## config.mk

```make
export PLATFORM = sky130hd
export DESIGN_NAME = mf_fuse_select
export DESIGN_NICKNAME = d
export VERILOG_FILES = /design/src/rtl/mf_pkg.sv /design/src/rtl/mf_classify.sv /design/src/rtl/mf_packer.sv /design/src/rtl/mf_emitter.sv /design/src/rtl/mf_fuse_select.sv
export SDC_FILE = /design/constraint.sdc
export NUM_CORES = 1
export LEC_CHECK = 0
export ABC_AREA = 1
export BUFFER_PORTS_ARGS = -buffer_cell sky130_fd_sc_hd__buf_2
export CORE_UTILIZATION = 35
export CTS_CLUSTER_DIAMETER = 50
export DETAILED_ROUTE_END_ITERATION = 16
export GPL_ROUTABILITY_DRIVEN = 0
export PLACE_DENSITY = 0.51
export SYNTH_ARGS = -nofsm -noshare
export SYNTH_HDL_FRONTEND = slang
export SYNTH_SLANG_ARGS = --single-unit
```

## constraint.sdc

```tcl
create_clock -name clk -period 6.9 [get_ports clk]
set_clock_uncertainty 0.2 [all_clocks]
set_input_delay 1.38 -clock clk [delete_from_list [all_inputs] [get_ports clk]]
set_output_delay 1.38 -clock clk [all_outputs]
set_load 0.05 [all_outputs]
```

## src/rtl/mf_pkg.sv

```systemverilog
package mf_pkg;

  typedef enum logic [1:0] {
    UK_ALU   = 2'd0,
    UK_LOAD  = 2'd1,
    UK_FUSED = 2'd2
  } uop_kind_e;

  // decoded instruction descriptor held per lane
  typedef struct packed {
    logic has_load;
    logic has_alu;
    logic index;
    logic rip;
    logic imm;
    logic rmw;
    logic brf;
  } insn_t;

  // per-instruction fusion decision
  typedef struct packed {
    logic      two;    // occupies two fused-domain slots
    logic      split;  // fused at decode, unlaminated before rename
    uop_kind_e kind;   // kind of the single slot when two == 0
    logic [1:0] uops;  // unfused-domain micro-op count
  } cls_t;

endpackage

```

## src/rtl/mf_classify.sv

```systemverilog
module mf_classify
  import mf_pkg::*;
(
  input  logic has_load,
  input  logic has_alu,
  input  logic index,
  input  logic rip,
  input  logic imm,
  input  logic rmw,
  output cls_t cls
);

  always_comb begin
    cls.two   = 1'b0;
    cls.split = 1'b0;
    cls.kind  = UK_ALU;
    cls.uops  = 2'd1;
    if (has_load) begin
      if (!has_alu) begin
        cls.kind = UK_LOAD;
      end else begin
        cls.uops = 2'd2;
        cls.kind = UK_FUSED;
        if (rip && imm) begin
          // never fused at decode
          cls.two = 1'b1;
        end else if (index && !rmw) begin
          // fused at decode, undone before rename
          cls.two   = 1'b1;
          cls.split = 1'b1;
        end
      end
    end
  end

endmodule

```

## src/rtl/mf_packer.sv

```systemverilog
module mf_packer #(
  parameter int G  = 4,
  parameter int W  = 4,
  parameter int CW = $clog2(W + 1)
) (
  input  logic                 clk,
  input  logic                 rst_n,
  input  logic [G-1:0]         pend,
  input  logic [G-1:0]         two,
  output logic [G-1:0]         issue,
  output logic [G-1:0][CW-1:0] off,
  output logic [CW-1:0]        fused_cnt
);

  always_comb begin
    int   cum;
    int   need;
    logic stop;
    cum   = 0;
    stop  = 1'b0;
    issue = '0;
    off   = '0;
    for (int i = 0; i < G; i++) begin
      off[i] = CW'(cum);
      need   = two[i] ? 2 : 1;
      if (pend[i] && !stop) begin
        if (cum + need <= W) begin
          issue[i] = 1'b1;
          cum      = cum + need;
        end else begin
          stop = 1'b1;
        end
      end
    end
    fused_cnt = CW'(cum);
  end

  // a held group always makes progress
  a_r7_progress: assert property (@(posedge clk) disable iff (!rst_n)
    (|pend) |-> (|issue));

  a_r7_issue_subset: assert property (@(posedge clk) disable iff (!rst_n)
    (issue & ~pend) == '0);

  generate
    for (genvar i = 1; i < G; i++) begin : g_order
      // no lane leaves ahead of an older pending lane
      a_r7_in_order: assert property (@(posedge clk) disable iff (!rst_n)
        issue[i] |-> (issue[i-1] || !pend[i-1]));
    end
  endgenerate

endmodule

```

## src/rtl/mf_emitter.sv

```systemverilog
module mf_emitter
  import mf_pkg::*;
#(
  parameter int G     = 4,
  parameter int W     = 4,
  parameter int IDX_W = 4,
  parameter int CW    = $clog2(W + 1),
  parameter int UW    = $clog2(2 * W + 1),
  parameter int NW    = $clog2(G + 1)
) (
  input  logic                    clk,
  input  logic                    rst_n,
  input  cls_t [G-1:0]            cls,
  input  logic [G-1:0]            brf,
  input  logic [G-1:0]            issue,
  input  logic [G-1:0][CW-1:0]    off,
  input  logic [IDX_W-1:0]        seq,
  output logic [W-1:0]            vld,
  output logic [W-1:0][1:0]       kind,
  output logic [W-1:0][IDX_W-1:0] tag,
  output logic [W-1:0]            eoi,
  output logic [W-1:0]            split,
  output logic [W-1:0]            br,
  output logic [UW-1:0]           unfused_cnt,
  output logic [NW-1:0]           n_issued
);

  logic [G-1:0][NW-1:0] rank;

  always_comb begin
    int cnt;
    int ufs;
    cnt = 0;
    ufs = 0;
    for (int i = 0; i < G; i++) begin
      rank[i] = NW'(cnt);
      if (issue[i]) begin
        cnt = cnt + 1;
        ufs = ufs + int'(cls[i].uops);
      end
    end
    n_issued    = NW'(cnt);
    unfused_cnt = UW'(ufs);
  end

  always_comb begin
    vld   = '0;
    kind  = '0;
    tag   = '0;
    eoi   = '0;
    split = '0;
    br    = '0;
    for (int s = 0; s < W; s++) begin
      for (int i = 0; i < G; i++) begin
        if (issue[i]) begin
          if (off[i] == CW'(s)) begin
            vld[s] = 1'b1;
            tag[s] = seq + IDX_W'(rank[i]);
            if (cls[i].two) begin
              kind[s]  = UK_LOAD;
              split[s] = cls[i].split;
            end else begin
              kind[s] = cls[i].kind;
              eoi[s]  = 1'b1;
              br[s]   = brf[i] && (cls[i].kind != UK_LOAD);
            end
          end else if (cls[i].two && (off[i] + CW'(1) == CW'(s))) begin
            vld[s]   = 1'b1;
            tag[s]   = seq + IDX_W'(rank[i]);
            kind[s]  = UK_ALU;
            eoi[s]   = 1'b1;
            split[s] = cls[i].split;
            br[s]    = brf[i];
          end
        end
      end
    end
  end

  generate
    for (genvar s = 0; s < W; s++) begin : g_slot
      // a pure load slot never carries the branch
      a_r9_load_no_branch: assert property (@(posedge clk) disable iff (!rst_n)
        (vld[s] && kind[s] == UK_LOAD) |-> !br[s]);
      if (s < W - 1) begin : g_pair
        // slots fill from slot 0 without holes
        a_r7_contiguous: assert property (@(posedge clk) disable iff (!rst_n)
          vld[s+1] |-> vld[s]);
        // an open instruction finishes in the next slot with its own tag
        a_r8_eoi_chain: assert property (@(posedge clk) disable iff (!rst_n)
          (vld[s] && !eoi[s]) |-> (vld[s+1] && eoi[s+1] && tag[s+1] == tag[s]));
      end else begin : g_last
        // the last slot never leaves an instruction open
        a_r7_no_straddle: assert property (@(posedge clk) disable iff (!rst_n)
          vld[s] |-> eoi[s]);
      end
    end
  endgenerate

endmodule

```

## src/rtl/mf_fuse_select.sv

```systemverilog
module mf_fuse_select
  import mf_pkg::*;
#(
  parameter int G     = 4,
  parameter int W     = 4,
  parameter int IDX_W = 4
) (
  input  logic                       clk,
  input  logic                       rst_n,
  input  logic [G-1:0]               in_valid,
  input  logic [G-1:0]               in_has_load,
  input  logic [G-1:0]               in_has_alu,
  input  logic [G-1:0]               in_index,
  input  logic [G-1:0]               in_rip,
  input  logic [G-1:0]               in_imm,
  input  logic [G-1:0]               in_rmw,
  input  logic [G-1:0]               in_brf,
  output logic                       in_ready,
  output logic [W-1:0]               out_slot_vld,
  output logic [2*W-1:0]             out_slot_kind,
  output logic [W*IDX_W-1:0]         out_slot_tag,
  output logic [W-1:0]               out_slot_eoi,
  output logic [W-1:0]               out_slot_split,
  output logic [W-1:0]               out_slot_br,
  output logic [$clog2(W+1)-1:0]     out_fused_cnt,
  output logic [$clog2(2*W+1)-1:0]   out_unfused_cnt
);

  localparam int CW = $clog2(W + 1);
  localparam int UW = $clog2(2 * W + 1);
  localparam int NW = $clog2(G + 1);

  insn_t [G-1:0]          in_insn;
  insn_t [G-1:0]          grp_q, grp_n;
  logic  [G-1:0]          pend_q, pend_n, pend_after;
  logic  [IDX_W-1:0]      seq_q, seq_n;
  cls_t  [G-1:0]          cls;
  logic  [G-1:0]          two, brf, issue;
  logic  [G-1:0][CW-1:0]  off;
  logic  [NW-1:0]         n_issued;
  logic  [W-1:0][1:0]       kind_a;
  logic  [W-1:0][IDX_W-1:0] tag_a;
  logic                   accept;

  // lane descriptors and per-lane fusion decisions
  generate
    for (genvar i = 0; i < G; i++) begin : g_lane
      assign in_insn[i] = '{has_load: in_has_load[i], has_alu: in_has_alu[i],
                            index: in_index[i], rip: in_rip[i], imm: in_imm[i],
                            rmw: in_rmw[i], brf: in_brf[i]};
      mf_classify i_cls (
        .has_load (grp_q[i].has_load),
        .has_alu  (grp_q[i].has_alu),
        .index    (grp_q[i].index),
        .rip      (grp_q[i].rip),
        .imm      (grp_q[i].imm),
        .rmw      (grp_q[i].rmw),
        .cls      (cls[i])
      );
      assign two[i] = cls[i].two;
      assign brf[i] = grp_q[i].brf;
    end
  endgenerate

  mf_packer #(.G(G), .W(W), .CW(CW)) i_pack (
    .clk       (clk),
    .rst_n     (rst_n),
    .pend      (pend_q),
    .two       (two),
    .issue     (issue),
    .off       (off),
    .fused_cnt (out_fused_cnt)
  );

  mf_emitter #(.G(G), .W(W), .IDX_W(IDX_W), .CW(CW), .UW(UW), .NW(NW)) i_emit (
    .clk         (clk),
    .rst_n       (rst_n),
    .cls         (cls),
    .brf         (brf),
    .issue       (issue),
    .off         (off),
    .seq         (seq_q),
    .vld         (out_slot_vld),
    .kind        (kind_a),
    .tag         (tag_a),
    .eoi         (out_slot_eoi),
    .split       (out_slot_split),
    .br          (out_slot_br),
    .unfused_cnt (out_unfused_cnt),
    .n_issued    (n_issued)
  );

  assign out_slot_kind = kind_a;
  assign out_slot_tag  = tag_a;

  // next state
  always_comb begin
    pend_after = pend_q & ~issue;
    in_ready   = (pend_after == '0);
    accept     = in_ready && (in_valid != '0);
    pend_n     = accept ? in_valid : pend_after;
    grp_n      = accept ? in_insn  : grp_q;
    seq_n      = seq_q + IDX_W'(n_issued);
  end

  // state registers
  always_ff @(posedge clk or negedge rst_n) begin
    if (!rst_n) begin
      pend_q <= '0;
      seq_q  <= '0;
      grp_q  <= '0;
    end else begin
      pend_q <= pend_n;
      seq_q  <= seq_n;
      if (accept) begin
        grp_q <= grp_n;
      end
    end
  end

  // the held group is frozen while new input is refused
  a_r10_hold: assert property (@(posedge clk) disable iff (!rst_n)
    !in_ready |=> $stable(grp_q));

  // fused count matches the emitted slots
  a_r11_fused_cnt: assert property (@(posedge clk) disable iff (!rst_n)
    32'(out_fused_cnt) == $countones(out_slot_vld));

  // nothing leaves without a pending lane
  a_r12_idle: assert property (@(posedge clk) disable iff (!rst_n)
    (pend_q == '0) |-> (out_slot_vld == '0 && out_unfused_cnt == '0));

endmodule

```

==> impl_metrics.tcl, run 1 <==
set metrics [dict create \
    run_status "complete, no violations" \
    place_hpwl_mm 11.8 \
    multi_input_area_um2 3410 \
    cts_made_buffers 5 \
    die_x_um 116 \
    ys_types 46 \
    drc 0 \
    place_area_um2 5150 \
    slew_violations 0 \
    syn_avg_cell_area_um2 6.43 \
    hp-start "grp_q[16]" \
    crit_required_ps 5320 \
    initial_core_util_pct 35.8 \
    std_cell_rows 41 \
    fp.dieH_um 116 \
    final-seq-area_um2 901 \
    r2r_start "grp_q[5]" \
    hold_viol 0 \
    cp-end-kind "primary output" \
    holdCritPathClass "reg -> reg" \
    fmax_mhz 147 \
    clk_pin_slew_worst_paths_ps 50 \
    worstSkewPairLatency_ps 270 \
    cts_buffer_depth 2 \
    rsz0062_at_grt "yes" \
    tightest_slew_ps 914 \
    syn_to_final_growth_pct 35.3 \
    overflow 0 \
    grt_max_degree 37 \
    wl_per_cell_um 15.5 \
    grt_pass1_wl_mm 23.6 \
    synth_warnings 0 \
    grt_pass1_vias 4684 \
    firstDrtPassIters 5 \
    period_needed_ps 6800 \
    core_um2 12600 \
    ant_nets 0 \
    fp.dieArea_um2 13400 \
    wirelength_mm 15.4 \
    ys_seq_area_share_pct 20.0 \
    worstSetupStartpointType "register" \
    crit_path_max_fanout 8 \
    cap_violations 0 \
    fin_area_um2 6110 \
    drive_gt1_share_pct 29.3 \
    cts_tree "built" \
    dr.first_iter.drc_count 341 \
    n_fill_cell 1301 \
    critPathArrivalTime_ps 5220 \
    htree_levels 2 \
    timing.final.crit_share_pct 98.5 \
    antenna_found_initial 0 \
    synth_cells 702 \
    critPathLaunch "grp_q[5]" \
    synthesis.area_um2 4510 \
    ys_ff_latch 36 \
    cts_sinks 36 \
    via_per_inst 5.20 \
    port_buffers 81 \
    diodes 0 \
    ioPinCount 82 \
    critPathMaxStageDelay_ps 580 \
    grt_usage_pct 22.6 \
    via_count 5155 \
    setup_viol 0 \
    worstSetupPathType "reg -> out" \
    clockRootBuffer "clkbuf_16" \
    cp_slowest_cell "fa_2" \
    synth_nets 773 \
    maxSlewHeadroom_pct 39.0 \
    fin_nets 889 \
]
## per-layer routing
layer  wire, µm  global-route usage [%]
met3        846                    3.45
met2       7130                    37.5
met1       7090                    30.9
met4        327                    5.28
met5          0                       0
## sequential cells by signal, indices dropped and copies added (netlist names)
| name | count |
|---|---|
| brf | 4 |
| pend_q | 4 |
| grp_q | 24 |
| seq_q | 4 |
## cell usage in the layout (no fill, tap or decap), types with 8 or more instances in the layout
cell / n
a21oi_1: 16
buf_2: 45
buf_4: 45
buf_6: 20
clkbuf_16: 8
dfrtp_1: 36
ha_1: 25
inv_1: 78
inv_2: 14
nand2_1: 213
nand2_2: 27
nand2_4: 11
nand3_1: 39
nand4_1: 42
nor2_1: 37
nor3_1: 9
o21ai_0: 33
o21ai_1: 9
o21ai_2: 13
## critical path, delay by kind of cell (launching register included)
kind | cells | cell delay [ps]
fa+ha+maj | 5 | 1710
flops | 1 | 400
compound gates | 4 | 590
simple gates | 15 | 1420
buf+inv | 8 | 830
## path summary, 6_finish.rpt
kind,to,slack (ps),depth (start not counted)
min in group asynchronous,grp_q[24],990,1
hold reg to reg,grp_q[16],270,2
hold / removal,grp_q[16],270,2
max in group asynchronous,grp_q[10],5000,1
setup / recovery,out_slot_br[3],100,32
setup reg to reg,seq_q[2],1080,33
## metrics by stage
| step | TNS, ps | cells | utilization, % | hold WS [ps] | worst slack (ps) |
|---|---|---|---|---|---|
| after floorplan | -756 | 702 | - | 242 | -378 |
| after global placement | 0 | 953 | 40.8 | 258 | 82.2 |
| after detailed placement | -38.0 | 953 | 40.8 | 258 | -38.0 |
| after CTS | 0 | 962 | 43.2 | 272 | 0.711 |
| after global routing | -2300 | 991 | 48.4 | 288 | -127 |
| final | 0 | 991 | 48.4 | 270 | 104 |
## cells in the mapped netlist (all sizes together)
cell / count / share of area (%)
nand2: 253 / 23
inv: 96 / 8.1
o21ai: 57 / 7.1
nand3: 49 / 6.6
nor2: 45 / 4.9
nand4: 42 / 5.8
dfrtp: 36 / 20
ha: 28 / 7.8
a21oi: 19 / 2.4
buf: 15 / 2.6
fa: 9 / 4.0
nor3: 9 / 1.0
xor2: 8 / 1.6
clkbuf: 5 / 0.42
o22ai: 5 / 0.69
xnor2: 5 / 0.97
a31oi: 4 / 0.55
a22oi: 3 / 0.50
a211oi: 2 / 0.33
a21o: 2 / 0.33
o31ai: 2 / 0.33
a32oi: 1 / 0.19
mux2: 1 / 0.25
mux2i: 1 / 0.22
nand3b: 1 / 0.17
nor4: 1 / 0.14
o2111ai: 1 / 0.19
o21a: 1 / 0.17
or2: 1 / 0.14
## final cells by class
cell class,count,share of cell area (%)
sequential,36,14.7
clock buffer,8,2.40
timing repair buffer,126,17.1
inverter,96,6.23
tap,172,3.52
multi-input combinational,552,55.9
timing repair inverter,1,0.143
## cells by family after synthesis
family,count (synthesis),share of synthesized area [%]
compound gates,97,12.8
simple gates,401,41.3
buf+inv,116,11.1
fa+ha+maj,37,11.8
mux,2,0.471
xor+xnor,13,2.52
flops,36,20.0
## timing repair
item                                    in CTS  in global routing
setup buffers                                1                 23
cloned                                       0                  6
pin swaps                                    5                 33
gates resized for setup                     52                 93
endpoints found under the setup margin      45                 48
hold buffers                                 0                  0
Power of run 1 is left out: the tool's default activity adds up to more than one toggle a clock period on the data nets, which glitch-free logic cannot reach.
==> run 2, diff against run 1 <==
--- a/config.mk
+++ b/config.mk
@@ -11,7 +11,7 @@
 export CTS_CLUSTER_DIAMETER = 50
 export DETAILED_ROUTE_END_ITERATION = 16
 export GPL_ROUTABILITY_DRIVEN = 0
-export PLACE_DENSITY = 0.51
+export PLACE_DENSITY = 0.53
 export SYNTH_ARGS = -nofsm -noshare
 export SYNTH_HDL_FRONTEND = slang
 export SYNTH_SLANG_ARGS = --single-unit
==> constraint.sdc (replaced) <==
create_clock -name clk -period 5.9 [get_ports clk]
set_clock_uncertainty 0.2 [all_clocks]
set_input_delay 1.18 -clock clk [delete_from_list [all_inputs] [get_ports clk]]
set_output_delay 1.18 -clock clk [all_outputs]
set_load 0.05 [all_outputs]
==> impl_metrics.tcl, run 2 (synthesized netlist as in run 1, its figures left out) <==
set metrics [dict create \
    fin_nets 959 \
    grt_max_degree 37 \
    instances_no_fill 1060 \
    tightest_slew_ps 918 \
    grt_pass1_wl_mm 25.2 \
    diodes 0 \
    hold_viol 0 \
    port_buffers 81 \
    place_area_um2 6270 \
    place_hpwl_mm 12.6 \
    drive_gt1_share_pct 42.7 \
    period_needed_ps 6390 \
    setup_viol 48 \
    overflow 0 \
    grt_usage_pct 24.1 \
    std_cell_rows 41 \
    cap_violations 0 \
    post-place-cells 1025 \
    crit_required_ps 4520 \
    wl_per_cell_um 14.7 \
    holdCritPathClass "reg -> reg" \
    grt_pass1_vias 5199 \
    cts_tree "built" \
    die_x_um 116 \
    failed_checks "setup timing" \
    worstSetupStartpointType "register" \
    regMostFlops "grp_q" \
    crit_path_max_fanout 8 \
    fp.dieH_um 116 \
    wirelength_mm 15.6 \
    worstSkewPairLatency_ps 280 \
    largest_reg_flops 24 \
    ant_nets 0 \
    firstDrtPassIters 5 \
    fmax_mhz 156 \
    initial_core_util_pct 35.8 \
    cp_slowest_cell "fa_2" \
    htree_levels 2 \
    cts_sinks 36 \
    utilization_pct 58.5 \
    final_common_cell "nand2_1" \
    dr.first_iter.drc_count 322 \
    critPathArrivalTime_ps 5010 \
    run_status "finished, violations left" \
    core_um2 12600 \
    setup_ws_ps -492 \
    ioPinCount 82 \
    slew_violations 0 \
    layout_common_cells "nand2_1, buf_4, inv_1" \
    hold_buffers 0 \
    fp.dieArea_um2 13400 \
    via_count 5395 \
    worstSetupPathType "reg -> out" \
    critPathMaxStageDelay_ps 530 \
    via_per_inst 5.09 \
    cts_buffer_depth 2 \
    syn_to_final_growth_pct 63.5 \
    cp-end-kind "primary output" \
    pre_cts_ws_ps -307 \
    drc 0 \
    timing.final.crit_share_pct 108 \
    antenna_found_initial 0 \
    clockRootBuffer "clkbuf_16" \
    fin_area_um2 7380 \
    cts_made_buffers 5 \
    maxSlewHeadroom_pct 38.8 \
    clk_pin_slew_worst_paths_ps 50 \
    rsz0062_at_grt "yes" \
]
[run 2: cell count changes in the layout (fill, tap and decap cells not counted), sizes merged]
cell / before / now
clkinvlp: 0 / 3
clkinv: 1 / 2
nand2: 255 / 253
inv: 96 / 92
buf: 117 / 199
clkbuf: 17 / 6
[run 2: layer usage]
layer  GRT usage (%)  wire length [µm]  vias up
met3            2.98               771       18
met2            40.6              7510      183
li1                -                 -     2677
met5               0                 0        -
met1            32.2              7060     2517
met4            7.19               248        0
[run 2: layout make-up]
| class | instances | area [µm²] |
|---|---|---|
| Timing Repair Buffer | 199 | 1760 |
| Clock inverter | 1 | 5.00 |
| Multi-Input combinational cell | 550 | 3980 |
| Inverter | 96 | 394 |
| Sequential cell | 36 | 901 |
| Tap cell | 172 | 215 |
| Clock buffer | 6 | 129 |
| Fill cell | 1209 | 5240 |
[run 2: timing repair]
action                     in CTS  in global routing
setup buffers                  22                 11
resized for setup             169                 53
pin swaps                      25                 15
setup endpoints to repair      48                 48
[run 2: worst paths after layout]
kind,from,endpoint,slack (ps),cells past startpoint
worst max-delay path,grp_q[8],out_slot_tag[2],-490,31
worst min-delay path,grp_q[24],grp_q[24],270,2
worst max register to register,grp_q[8],seq_q[1],220,33
worst min register to register,grp_q[24],grp_q[24],270,2
max in group asynchronous,rst_n,grp_q[13],4190,1
min in group asynchronous,rst_n,grp_q[23],790,1
[run 2: through the flow]
stage / hold slack [ps] / setup TNS [ps]
detailed placement: 258 / -9710
global route: 291 / -29660
floorplan: 242 / -11760
finish: 271 / -18980
global placement: 255 / -3900
CTS: 272 / -17980
[run 2: worst max-delay path: cells and delay by family, from the launching register on]
family	cells	cell delay (ps)
simple gates	13	1210
flops	1	380
compound gates	3	350
fa+ha+maj	6	1870
buf+inv	9	880
Power of run 2 is left out for the same reason.
==> run 3, diff against run 2 <==
--- a/config.mk
+++ b/config.mk
@@ -8,10 +8,12 @@
 export ABC_AREA = 1
 export BUFFER_PORTS_ARGS = -buffer_cell sky130_fd_sc_hd__buf_2
 export CORE_UTILIZATION = 35
+export CTS_BUF_LIST = sky130_fd_sc_hd__clkbuf_2
 export CTS_CLUSTER_DIAMETER = 50
 export DETAILED_ROUTE_END_ITERATION = 16
 export GPL_ROUTABILITY_DRIVEN = 0
 export PLACE_DENSITY = 0.53
+export SKIP_LAST_GASP = 1
 export SYNTH_ARGS = -nofsm -noshare
 export SYNTH_HDL_FRONTEND = slang
 export SYNTH_SLANG_ARGS = --single-unit
==> impl_metrics.tcl, run 3 (synthesized netlist as in run 1, its figures left out) <==
set metrics [dict create \
    critPathArrivalTime_ps 5230 \
    rsz0062_at_grt "yes" \
    post-place-cells 1025 \
    grt_pass1_vias 5101 \
    die_x_um 116 \
    largest_reg_flops 24 \
    setup_viol 48 \
    std_cell_rows 41 \
    crit_path_max_fanout 8 \
    firstDrtPassIters 5 \
    clockRootBuffer "clkbuf_2" \
    crit_required_ps 4520 \
    fp.dieArea_um2 13400 \
    initial_core_util_pct 35.8 \
    r2r_cells 34 \
    cts_buffer_depth 2 \
    syn_to_final_growth_pct 61.6 \
    cap_violations 0 \
    place_area_um2 6270 \
    dr.first_iter.drc_count 320 \
    r2r_slack_ps 100 \
    run_status "finished, violations left" \
    overflow 0 \
    wl_per_cell_um 14.6 \
    cts_tree "built" \
    ioPinCount 82 \
    cp-end-kind "primary output" \
    cts_made_buffers 5 \
    grt_usage_pct 23.8 \
    port_buffers 81 \
    critPathMaxStageDelay_ps 530 \
    grt_pass1_wl_mm 25.0 \
    fin_area_um2 7290 \
    grt_max_degree 37 \
    hp-start "grp_q[24]" \
    cts_sinks 36 \
    via_count 5386 \
    holdPathEnd "grp_q[24]" \
    place_hpwl_mm 12.6 \
    failed_checks "setup timing" \
    worstSkewPairLatency_ps 390 \
    hold_ws_ps 297 \
    layout_common_cells "nand2_1, buf_4, inv_1" \
    core_um2 12600 \
    critPathMostFrequentCell "nand2_2" \
    wirelength_mm 15.5 \
    r2r_start "grp_q[3]" \
    holdCritPathClass "reg -> reg" \
    antenna_found_initial 0 \
    tightest_slew_ps 926 \
    hold_depth 2 \
    worstSetupPathType "reg -> out" \
    clk_pin_slew_worst_paths_ps 170 \
    setup_ws_ps -711 \
    final_common_cell "nand2_1" \
    worstSetupStartpointType "register" \
    ant_nets 0 \
    fin_nets 960 \
    drive_gt1_share_pct 43.1 \
    htree_levels 2 \
    n_fill_cell 1220 \
    instances_no_fill 1061 \
    diodes 0 \
    regMostFlops "grp_q" \
    via_per_inst 5.08 \
    cp_slowest_cell "fa_2" \
    hold_viol 0 \
    maxSlewHeadroom_pct 38.2 \
    drc 0 \
    r2r-end "seq_q[1]" \
    fp.dieH_um 116 \
    period_needed_ps 6610 \
    slew_violations 0 \
    timing.final.crit_share_pct 112 \
    fmax_mhz 151 \
]
## run 3: changes by cell type in the layout (fill, tap and decap cells not counted), moves of 5 or more
cell / delta
buf_4: +6
buf_6: -6
clkbuf_16: -5
clkbuf_2: +6
## run 3: metrics by stage
step           TNS (ps)  worst slack [ps]  utilization, %
4_1_cts          -26290              -647            54.9
3_5_place_dp      -9710              -307            49.7
5_1_grt          -41850              -952            57.8
6_report         -29620              -711            57.8
3_3_place_gp      -3900              -170            49.7
2_1_floorplan    -11760              -375               -
## run 3: cell type report
type	instances	area, µm²	area share [%]
Sequential cell	36	901	12.4
Inverter	96	388	5.32
Clock buffer	6	30.0	0.412
Clock inverter	1	5.00	0.0686
Multi-Input combinational cell	550	4000	54.8
Tap cell	172	215	2.95
Timing Repair Buffer	200	1750	24.1
## run 3: repair_timing
item / 4_1_cts / 5_1_grt
setup buffers: 16 / 17
pin swaps: 12 / 23
setup endpoints to repair: 48 / 65
hold buffers: 0 / 0
gates resized for setup: 147 / 70
## run 3: per-layer routing
metal  up-vias  track usage, %  share of wire [%]  wire length, µm
met5         -               0                  0                0
met4         0            6.49                2.1              332
met3        23            2.56                4.8              740
met2       162            39.8                 47             7270
met1      2521            32.5                 46             7190
li1       2680               -                  -                -
## run 3: worst max-delay path: cells and delay by family, from the launching register on
family | cells | cell delay (ps)
flops | 1 | 430
compound gates | 2 | 220
simple gates | 17 | 1620
fa+ha+maj | 6 | 1920
buf+inv | 7 | 650
## run 3: worst max-delay path by stage
stage / from / to / slack (ps) / depth (start not counted)
after floorplan: grp_q[5] / out_slot_kind[4] / -370 / 29
final: grp_q[3] / out_slot_br[2] / -710 / 32
after detailed placement: grp_q[3] / out_unfused_cnt[3] / -310 / 31
after global placement: grp_q[3] / out_slot_tag[12] / -170 / 31
after CTS: grp_q[3] / out_slot_kind[6] / -650 / 30
after global routing: grp_q[1] / out_slot_br[3] / -950 / 33
Power of run 3 is left out for the same reason.
